### src/rtl/spi_regport_pkg.sv
package spi_regport_pkg;

   typedef enum logic [2:0] {
      ST_IDLE,
      ST_HDR,
      ST_PTR,
      ST_WR,
      ST_RD,
      ST_SKIP
   } port_state_e;

endpackage

### src/rtl/spi_regport_sync.sv
module spi_regport_sync #(
   parameter int              WIDTH   = 3,
   parameter int              STAGES  = 2,
   parameter logic [WIDTH-1:0] RST_VAL = '0
) (
   input  logic             clk,
   input  logic             rst_n,
   input  logic [WIDTH-1:0] d,
   output logic [WIDTH-1:0] q
);

   generate
      if (STAGES < 2) begin : g_bad_stages
         $error("spi_regport_sync: STAGES must be at least 2");
      end
      if (WIDTH < 1) begin : g_bad_width
         $error("spi_regport_sync: WIDTH must be positive");
      end
   endgenerate

   logic [WIDTH-1:0] stage_q [STAGES];

   generate
      for (genvar s = 0; s < STAGES; s++) begin : g_stage
         if (s == 0) begin : g_first
            always_ff @(posedge clk or negedge rst_n) begin
               if (!rst_n) stage_q[s] <= RST_VAL;
               else        stage_q[s] <= d;
            end
         end else begin : g_next
            always_ff @(posedge clk or negedge rst_n) begin
               if (!rst_n) stage_q[s] <= RST_VAL;
               else        stage_q[s] <= stage_q[s-1];
            end
         end
      end
   endgenerate

   assign q = stage_q[STAGES-1];

endmodule

### src/rtl/spi_regport_regfile.sv
module spi_regport_regfile #(
   parameter int ADDR_W = 7,
   parameter int DATA_W = 8
) (
   input  logic              clk,
   input  logic              rst_n,
   input  logic              we,
   input  logic [ADDR_W-1:0] waddr,
   input  logic [DATA_W-1:0] wdata,
   input  logic [ADDR_W-1:0] raddr,
   output logic [DATA_W-1:0] rdata
);

   localparam int DEPTH = 1 << ADDR_W;

   generate
      if (ADDR_W < 1 || ADDR_W > 10) begin : g_bad_addr
         $error("spi_regport_regfile: ADDR_W out of range");
      end
   endgenerate

   logic [DATA_W-1:0] mem_q [DEPTH];

   always_ff @(posedge clk or negedge rst_n) begin
      if (!rst_n) begin
         for (int i = 0; i < DEPTH; i++) mem_q[i] <= '0;
      end else if (we) begin
         mem_q[waddr] <= wdata;
      end
   end

   assign rdata = mem_q[raddr];

   // a write strobe lands its data at the addressed entry
   assert_store_R3: assert property (@(posedge clk) disable iff (!rst_n)
      we |=> mem_q[$past(waddr)] == $past(wdata));

endmodule

### src/rtl/spi_regport_ctrl.sv
module spi_regport_ctrl
   import spi_regport_pkg::*;
#(
   parameter int               ID_W    = 7,
   parameter logic [ID_W-1:0]  CHIP_ID = 7'b0010000,
   parameter int               ADDR_W  = 7,
   parameter int               DATA_W  = 8
) (
   input  logic              clk,
   input  logic              rst_n,
   input  logic              cs_lvl,
   input  logic              sclk_lvl,
   input  logic              mosi_lvl,
   output logic              rf_we,
   output logic [ADDR_W-1:0] rf_addr,
   output logic [DATA_W-1:0] rf_wdata,
   input  logic [DATA_W-1:0] rf_rdata,
   output logic              miso_o,
   output logic              miso_oe
);

   localparam int CNT_W = $clog2(DATA_W);
   localparam logic [CNT_W-1:0] LAST_BIT = CNT_W'(DATA_W - 1);

   generate
      if (DATA_W != ADDR_W + 1) begin : g_bad_ptr
         $error("spi_regport_ctrl: pointer byte must be one increment flag plus the address");
      end
      if (ID_W + 1 != DATA_W) begin : g_bad_hdr
         $error("spi_regport_ctrl: header must be the device address plus one direction bit");
      end
      if ((1 << CNT_W) != DATA_W) begin : g_bad_pow2
         $error("spi_regport_ctrl: DATA_W must be a power of two");
      end
   endgenerate

   port_state_e        state_q;
   logic               cs_prev_q;
   logic               sclk_prev_q;
   logic [CNT_W-1:0]   bit_cnt_q;
   logic [CNT_W-1:0]   rd_cnt_q;
   logic [DATA_W-2:0]  shift_q;
   logic [ADDR_W-1:0]  map_addr_q;
   logic               map_incr_q;
   logic               miso_q;
   logic               oe_q;

   logic               cs_fall;
   logic               sclk_rise;
   logic               sclk_fall;
   logic               last_bit;
   logic [DATA_W-1:0]  byte_full;
   logic [CNT_W-1:0]   rd_idx;
   logic               shifting;

   assign cs_fall   = cs_prev_q & ~cs_lvl;
   assign sclk_rise = sclk_lvl & ~sclk_prev_q;
   assign sclk_fall = ~sclk_lvl & sclk_prev_q;
   assign last_bit  = sclk_rise && (bit_cnt_q == LAST_BIT);
   assign byte_full = {shift_q, mosi_lvl};
   assign rd_idx    = LAST_BIT - rd_cnt_q;
   assign shifting  = (state_q == ST_HDR) || (state_q == ST_PTR) ||
                      (state_q == ST_WR)  || (state_q == ST_RD);

   assign rf_we    = !cs_lvl && !cs_fall && (state_q == ST_WR) && last_bit;
   assign rf_addr  = map_addr_q;
   assign rf_wdata = byte_full;
   assign miso_o   = miso_q;
   assign miso_oe  = oe_q;

   always_ff @(posedge clk or negedge rst_n) begin
      if (!rst_n) begin
         cs_prev_q   <= 1'b0;
         sclk_prev_q <= 1'b0;
      end else begin
         cs_prev_q   <= cs_lvl;
         sclk_prev_q <= sclk_lvl;
      end
   end

   always_ff @(posedge clk or negedge rst_n) begin
      if (!rst_n) begin
         state_q    <= ST_IDLE;
         bit_cnt_q  <= '0;
         rd_cnt_q   <= '0;
         shift_q    <= '0;
         map_addr_q <= '0;
         map_incr_q <= 1'b0;
         miso_q     <= 1'b0;
         oe_q       <= 1'b0;
      end else if (cs_lvl) begin
         state_q   <= ST_IDLE;
         bit_cnt_q <= '0;
         rd_cnt_q  <= '0;
         oe_q      <= 1'b0;
      end else if (cs_fall) begin
         state_q   <= ST_HDR;
         bit_cnt_q <= '0;
         rd_cnt_q  <= '0;
      end else begin
         if (sclk_rise && shifting) begin
            shift_q   <= byte_full[DATA_W-2:0];
            bit_cnt_q <= bit_cnt_q + CNT_W'(1);
            if (last_bit) begin
               case (state_q)
                  ST_HDR: begin
                     if (byte_full[DATA_W-1:1] != CHIP_ID) begin
                        state_q <= ST_SKIP;
                     end else if (byte_full[0]) begin
                        state_q  <= ST_RD;
                        rd_cnt_q <= '0;
                     end else begin
                        state_q <= ST_PTR;
                     end
                  end
                  ST_PTR: begin
                     map_incr_q <= byte_full[DATA_W-1];
                     map_addr_q <= byte_full[ADDR_W-1:0];
                     state_q    <= ST_WR;
                  end
                  ST_WR: begin
                     if (map_incr_q) map_addr_q <= map_addr_q + ADDR_W'(1);
                  end
                  default: ;
               endcase
            end
         end
         if (sclk_fall && (state_q == ST_RD)) begin
            miso_q   <= rf_rdata[rd_idx];
            oe_q     <= 1'b1;
            rd_cnt_q <= rd_cnt_q + CNT_W'(1);
            if ((rd_cnt_q == LAST_BIT) && map_incr_q) begin
               map_addr_q <= map_addr_q + ADDR_W'(1);
            end
         end
      end
   end

   // only a read transaction may enable the output driver
   assert_hiz_outside_read_R5: assert property (@(posedge clk) disable iff (!rst_n)
      (state_q != ST_RD) |-> !oe_q);

   // a released select drops the driver and clears the bit count
   assert_abort_clears_R8: assert property (@(posedge clk) disable iff (!rst_n)
      cs_lvl |=> (!oe_q && bit_cnt_q == '0));

   // the output bit only moves after a falling serial clock edge
   assert_miso_on_fall_R4: assert property (@(posedge clk) disable iff (!rst_n)
      !sclk_fall |=> $stable(miso_q));

   // a fixed pointer holds across a stored byte
   assert_map_fixed_R6: assert property (@(posedge clk) disable iff (!rst_n)
      (rf_we && !map_incr_q) |=> $stable(map_addr_q));

   // an incrementing pointer advances by one, wrapping
   assert_map_step_R6: assert property (@(posedge clk) disable iff (!rst_n)
      (rf_we && map_incr_q) |=> map_addr_q == $past(map_addr_q) + ADDR_W'(1));

   // the driver switches on only at a falling edge
   assert_oe_rise_on_fall_R7: assert property (@(posedge clk) disable iff (!rst_n)
      $rose(oe_q) |-> $past(sclk_fall));

endmodule

### src/rtl/spi_regport.sv
module spi_regport #(
   parameter int              ID_W        = 7,
   parameter logic [ID_W-1:0] CHIP_ID     = 7'b0010000,
   parameter int              ADDR_W      = 7,
   parameter int              DATA_W      = 8,
   parameter int              SYNC_STAGES = 2
) (
   input  logic clk,
   input  logic rst_n,
   input  logic spi_cs_n,
   input  logic spi_sclk,
   input  logic spi_mosi,
   output logic spi_miso,
   output logic spi_miso_oe
);

   localparam int PIN_W = 3;

   logic [PIN_W-1:0]  pins_sync;
   logic              rf_we;
   logic [ADDR_W-1:0] rf_addr;
   logic [DATA_W-1:0] rf_wdata;
   logic [DATA_W-1:0] rf_rdata;

   // select resets to the active level so that only a genuine
   // high-to-low transition after reset opens a transaction
   spi_regport_sync #(
      .WIDTH   (PIN_W),
      .STAGES  (SYNC_STAGES),
      .RST_VAL (3'b000)
   ) sync_i (
      .clk   (clk),
      .rst_n (rst_n),
      .d     ({spi_cs_n, spi_sclk, spi_mosi}),
      .q     (pins_sync)
   );

   spi_regport_ctrl #(
      .ID_W    (ID_W),
      .CHIP_ID (CHIP_ID),
      .ADDR_W  (ADDR_W),
      .DATA_W  (DATA_W)
   ) ctrl_i (
      .clk      (clk),
      .rst_n    (rst_n),
      .cs_lvl   (pins_sync[2]),
      .sclk_lvl (pins_sync[1]),
      .mosi_lvl (pins_sync[0]),
      .rf_we    (rf_we),
      .rf_addr  (rf_addr),
      .rf_wdata (rf_wdata),
      .rf_rdata (rf_rdata),
      .miso_o   (spi_miso),
      .miso_oe  (spi_miso_oe)
   );

   spi_regport_regfile #(
      .ADDR_W (ADDR_W),
      .DATA_W (DATA_W)
   ) regfile_i (
      .clk   (clk),
      .rst_n (rst_n),
      .we    (rf_we),
      .waddr (rf_addr),
      .wdata (rf_wdata),
      .raddr (rf_addr),
      .rdata (rf_rdata)
   );

   // the driver is off in the first cycle after reset
   assert_reset_hiz_R10: assert property (@(posedge clk)
      $rose(rst_n) |-> !spi_miso_oe);

endmodule

### config.mk
export PLATFORM = sky130hd
export DESIGN_NAME = spi_regport
export DESIGN_NICKNAME = d
export VERILOG_FILES = /design/src/rtl/spi_regport_pkg.sv /design/src/rtl/spi_regport_sync.sv /design/src/rtl/spi_regport_regfile.sv /design/src/rtl/spi_regport_ctrl.sv /design/src/rtl/spi_regport.sv
export SDC_FILE = /design/constraint.sdc
export NUM_CORES = 2
export LEC_CHECK = 0
export CORE_ASPECT_RATIO = 0.75
export CORE_MARGIN = 4
export CORE_UTILIZATION = 45
export DETAILED_ROUTE_END_ITERATION = 8
export PLACE_DENSITY = 0.7
export SETUP_SLACK_MARGIN = 0.4
export SLEW_MARGIN = 40
export SYNTH_ARGS = -nofsm -noshare
export SYNTH_HDL_FRONTEND = slang
export SYNTH_HIERARCHICAL = 1
export SYNTH_SLANG_ARGS = --single-unit
### constraint.sdc
create_clock -name clk -period 9.7 [get_ports clk]
set_input_delay 1.94 -clock clk [delete_from_list [all_inputs] [get_ports clk]]
set_output_delay 1.94 -clock clk [all_outputs]
set_load 0.03 [all_outputs]
## After elaboration in Yosys (flattened, before gate mapping)

Index checks and enable logic that the tools add are counted.

- Add/sub/neg operators: 4
- Magnitude comparators: 3
- Equal/unequal tests: 9
- Mux-type cells: 35
- Bitwise gates (word level): 8
- Reductions and logical operators: 28

Operators by type and width:

| cell | count |
|---|---|
| $bwmux W1024 | 1 |
| $bmux W8 S7 | 1 |
| $demux W8 S7 | 1 |
| $mux W3 | 17 |
| $mux W7 | 5 |
| $mux W8 | 3 |
| $reduce_bool A4 Y1 | 5 |
| $pmux W7 S2 | 1 |
| $reduce_and A5 Y1 | 2 |
| $eq A3 B3 Y1 const B | 3 |
| $reduce_and A3 Y1 | 3 |
| $ge A8 B8 Y1 const B | 1 |
| $logic_and A1 B1 Y1 | 8 |
| $lt A8 B1 Y1 const B | 1 |
| $not A7 Y8 | 1 |
| $add A7 B1 Y7 const B | 1 |
| $ne A7 B5 Y1 const B | 1 |
| $add A3 B1 Y3 const B | 2 |
| $eq A3 B2 Y1 const B | 2 |
| $pmux W3 S2 | 1 |
| $reduce_bool A3 Y1 | 2 |
| $lt A3 B4 Y1 const B | 1 |
| $mux W1 | 4 |
| $ne A4 B3 Y1 const B | 1 |
| 10 further kinds | 19 |

- Register bits after elaboration: 1058
- Bits of input ports: 5
- Output and inout port bits: 2
- Logic and storage cells: 227

## Longest topological paths before layout

- Depth in word-level cells: 9
- Depth in mapped cells: 13
- Depth with buffers taken out: 9

## Hierarchy

The synthesis kept the hierarchy.

By module, submodules not included:

| module | instances | cells each | area each (sq um) |
|---|---|---|---|
| spi_regport_regfile | 1 | 2782 | 46464.6 |
| spi_regport_ctrl | 1 | 164 | 1676.6 |
| spi_regport_sync | 1 | 9 | 172.7 |

## Worst setup path after synthesis

Ideal clock, no wire load.

- Kind: flip-flop to flip-flop
- Start point: register ctrl_i.map_addr_q[0] (netlist: ctrl_i/rf_addr[0])
- End point: register ctrl_i.miso_q (netlist: ctrl_i/miso_o)
- Arrival: 3.472 ns
- Setup slack: 6.101 ns
- Stages on the path, launching flop included: 10
- Clock period less this slack: 3.599 ns
- Path through: dfrtp_1 > clkbuf_1 > buf_1 > mux4_2 > mux4_2 > mux4_2 > mux2_2 > mux4_2 > mux2i_1 > o21ai_0

- Cells in the longest elaborated chain, start to end: 6

RTL lines:

| element | RTL line | RTL |
|---|---|---|
| from (decl) | spi_regport_ctrl.sv:43 | `logic [ADDR_W-1:0] map_addr_q;` |
| from (signal assigned) | spi_regport_ctrl.sv:118 | `map_addr_q <= byte_full[ADDR_W-1:0];` |
| from (signal assigned) | spi_regport_ctrl.sv:122 | `if (map_incr_q) map_addr_q <= map_addr_q + ADDR_W'(1);` |
| from (signal assigned) | spi_regport_ctrl.sv:133 | `map_addr_q <= map_addr_q + ADDR_W'(1);` |
| $not A7 Y8 (not written as such) | spi_regport_regfile.sv:32 | `assign rdata = mem_q[raddr];` |
| $bmux W8 S7 | spi_regport_regfile.sv:32 |  |
| $mux W8 (not written as such) (2 in a row) | spi_regport_regfile.sv:32 |  |
| via rf_rdata[0] | spi_regport.sv:23 | `logic [DATA_W-1:0] rf_rdata;` |
| $bmux W1 S3 | spi_regport_ctrl.sv:129 | `miso_q <= rf_rdata[rd_idx];` |
| $mux W1 (not written as such) | spi_regport_ctrl.sv:129 |  |
| to (signal assigned) | spi_regport_ctrl.sv:129 |  |
| to (decl) | spi_regport_ctrl.sv:45 | `logic miso_q;` |

The timed path passes the listed nets, and every way through them passes these cells. The select of a mux whose other input is x is not followed.
A chain may end at the register's enable or synchronous reset.

## Final worst setup path

- Start point: register ctrl_i.map_addr_q[2] (netlist: ctrl_i/rf_addr[2])
- End point: register ctrl_i.miso_q (netlist: ctrl_i/miso_o)

Same word-level chain as after synthesis.

==> results by group <==
Status
  – Outcome: complete, no violations

Pwr
  – Total power: 8.84 mW
  – Worst VDD drop: 133 µV
  – Static Leakage: 25.0 nW
  – Pwr Density: 165 mW/mm²

Clocking
  – Cts hold-fix bufs: 0
  – Clock latency at the later pin of the worst-skew pair: 0.70 ns
  – CTS tree: yes
  – Clock-pin slew on the worst setup and hold paths: 0.07 ns
  – Clock Root Buffer: clkbuf_16
  – CTS H-tree depth: 3
  – Post_cts resized: 0
  – CTS Buf Count: 102
  – Post-CTS Setup Bufs: 0
  – Clock Tree Buf Depth: 3
  – TritonCTS Sinks: 1,058

Floorplanning
  – DIE WIDTH: 386 µm
  – Die area: 0.113 mm²
  – Row Count: 103
  – Initial Util: 45.6%
  – # IOs: 7
  – Core area: 0.106 mm²
  – Die Span Y: 292 µm

Min path
  – HP Class: reg -> reg

Layout
  – Proportion of layout cells with a drive suffix above 1: 56.4%
  – Final core occ: 50.6%
  – Nets: 2,899
  – Synth-to-layout area growth: 11.0%

Timing
  – RSZ-0062 raised after global routing: no
  – Slew Limit Fails: 0
  – Worst-margin pin slew: 0.920 ns
  – Achievable Freq: 0.208 GHz
  – Post-route minimum period: 4.81 ns
  – Setup violations, final: 0
  – PnR worst setup slack: 4.89 ns
  – Total negative slack: 0 ns
  – Rel. slew slack: 38.6%
  – Hold Vio Cnt, Final: 0
  – Period Utilization, post-route: 49.6%
  – Worst Skew: 0.0228 ns

Worst setup path
  – Worst setup EP type: flip-flop
  – Crit Path Class: reg -> reg
  – Worst Path Required: 10.23 ns
  – Crit Path Max Fanout: 74
  – CP Launch Type: flip-flop
  – Arrival time at the worst endpoint: 5.34 ns

Synth
  – Syn_nets: 2,965
  – Area share of the largest cell type after synthesis: 54.8%
  – Post-synth ARST share: 100%
  – Post-synth EDFFs: 0
  – #FFs+latches synth: 1,058
  – Syn avg cell area: 16.3 µm²
  – Top post-synthesis cells by area: dfrtp_1 55%, mux2_2 24%, mux4_2 16%, clkbuf_1 1.3%, nand2_1 0.76%
  – Yosys warns: 6
  – Yosys top cell by area: dfrtp_1
  – Synth unique cells: 58
  – Most used DFF post-synth: dfrtp_1
  – Sequential area share after synthesis: 54.8%
  – Syn Inst Count: 2,955
  – Syn Std Cell Area: 0.0483 mm²

Routing
  – Routed Antenna Nets: 0
  – Drt first pass iters: 5
  – Vias: 26,843
  – Residual DRC count: 0
  – Drt initial violations: 2,087
  – Routed WL: 121,000 µm
  – DR WL/cell: 27.6 µm
  – Vias per cell: 6.12

Global routing
  – Vias in the first global route: 28,831
  – First-pass GRT wire length: 187,000 µm
  – Pin count of the biggest net entering global routing: 171
  – Total GRT Usage: 21.9%
  – Grt ovf: 0
  – Initial antenna violation count: 8

Job
  – MaxCap Viol Count: 0

Placed design
  – IO buf count: 6
  – HPWL after detailed placement: 77,400 µm
  – Dpl ws: 5.01 ns
  – Routability cong.: 0.832
## layout by cell type (no fill, tap or decap), types with 5 or more instances in the layout
cell             count
buf_16               6
or2_2                6
clkinvlp_4           6
nor3_4               7
dfrtp_1           1046
o21ai_0              5
clkbuf_8            29
buf_12               8
a21oi_1             10
buf_6               16
clkdlybuf4s50_1      5
nor2_2              32
mux2_2            1041
nor2_1              30
nor3_1               9
clkbuf_1            18
nand2b_1             8
buf_4               17
ha_1                 5
clkbuf_16          103
mux4_2             338
bufinv_16           11
nand3_1             10
dfrtp_4             12
clkinv_2            12
nand2_1             98
## synth_stat cells, drive strengths merged, types with 4 or more instances
cell type and count:
a21oi 10, a31oi 4, buf 54, clkbuf 171, dfrtp 1058, ha 5, inv 4, mux2 1041
mux2i 4, mux4 338, nand2 100, nand2b 8, nand3 11, nor2 65, nor2b 5, nor3 18
nor4 6, o21ai 6, or2 6
## sequential cells by signal (all words and copies together), names as in the netlist
register,cells
ctrl_i/map_incr_q,1
ctrl_i/rf_addr,7
sync_i/q,3
ctrl_i/shift_q,7
ctrl_i/state_q,3
ctrl_i/cs_prev_q,1
ctrl_i/sclk_prev_q,1
ctrl_i/miso_oe,1
regfile_i/mem_q,1024
sync_i/stage_q,3
ctrl_i/rd_cnt_q,3
ctrl_i/miso_o,1
ctrl_i/bit_cnt_q,3
## through the flow
stage | cell area (µm²) | hold WS, ns | std cells
finish | 53600 | 0.358 | 4387
global placement | 49600 | 0.334 | 4191
detailed placement | 50000 | 0.339 | 4199
global route | 53600 | 0.364 | 4386
CTS | 53500 | 0.359 | 4382
floorplan | 48300 | 0.331 | 2955
## kinds of logic (layout without fill, tap and decap cells)
group,Yosys count,after routing,synth area share (%)
mux,1383,1383,40.1
flops,1058,1058,54.8
simple gates,237,237,2.35
buf+inv,229,242,2.01
compound gates,37,37,0.500
xor+xnor,6,6,0.109
fa+ha+maj,5,5,0.129
other cells,0,2,0
## worst max-delay path, stage by stage, from the launching register on
cell and delay (ns):
dfrtp_4 0.82, buf_12 0.48, buf_16 0.40, mux4_2 0.39
mux4_2 0.61, mux4_2 0.62, mux2_2 0.32, mux4_2 0.47
mux2i_1 0.22, o21ai_0 0.15
## routing by layer
| layer | part of all wire [%] | up-vias | GRT usage, % |
|---|---|---|---|
| met5 | 0.035 | - | 0 |
| met2 | 45 | 816 | 32.3 |
| met3 | 6.6 | 188 | 4.77 |
| met1 | 46 | 14821 | 33.2 |
| li1 | - | 11012 | - |
| met4 | 2.4 | 6 | 5.53 |
## worst paths after layout
check | slack (ns) | endpoint | startpoint | cells after the start
min in group asynchronous | 1.10 | regfile_i/mem_q[770] | rst_n | 1
hold / removal | 0.36 | sync_i/q[2] | sync_i/stage_q[5] | 0
max in group asynchronous | 6.51 | regfile_i/mem_q[478] | rst_n | 5
hold reg to reg | 0.36 | sync_i/q[2] | sync_i/stage_q[5] | 0
setup / recovery | 4.89 | ctrl_i/miso_o | ctrl_i/rf_addr[2] | 9
setup reg to reg | 4.89 | ctrl_i/miso_o | ctrl_i/rf_addr[2] | 9
## power by group
part / total [mW] / switching [mW] / internal (mW) / leakage (nW)
registers: 4.46 / 0.0435 / 4.42 / 14.7
clock network: 4.17 / 1.72 / 2.45 / 1.72
logic: 0.208 / 0.172 / 0.0360 / 8.59
total: 8.84 / 1.94 / 6.91 / 25.0
## final cells by class
| class | instances | area, µm² |
|---|---|---|
| fill | 8518 | 52300 |
| sequential | 1058 | 26500 |
| multi-input combinational | 1668 | 21100 |
| clock buffer | 148 | 3020 |
| tap | 1417 | 1770 |
| timing repair buffer | 55 | 726 |
| clock inverter | 35 | 510 |
| inverter | 4 | 15.0 |
| antenna | 2 | 5.00 |
Power figures use the tool's default switching activity.
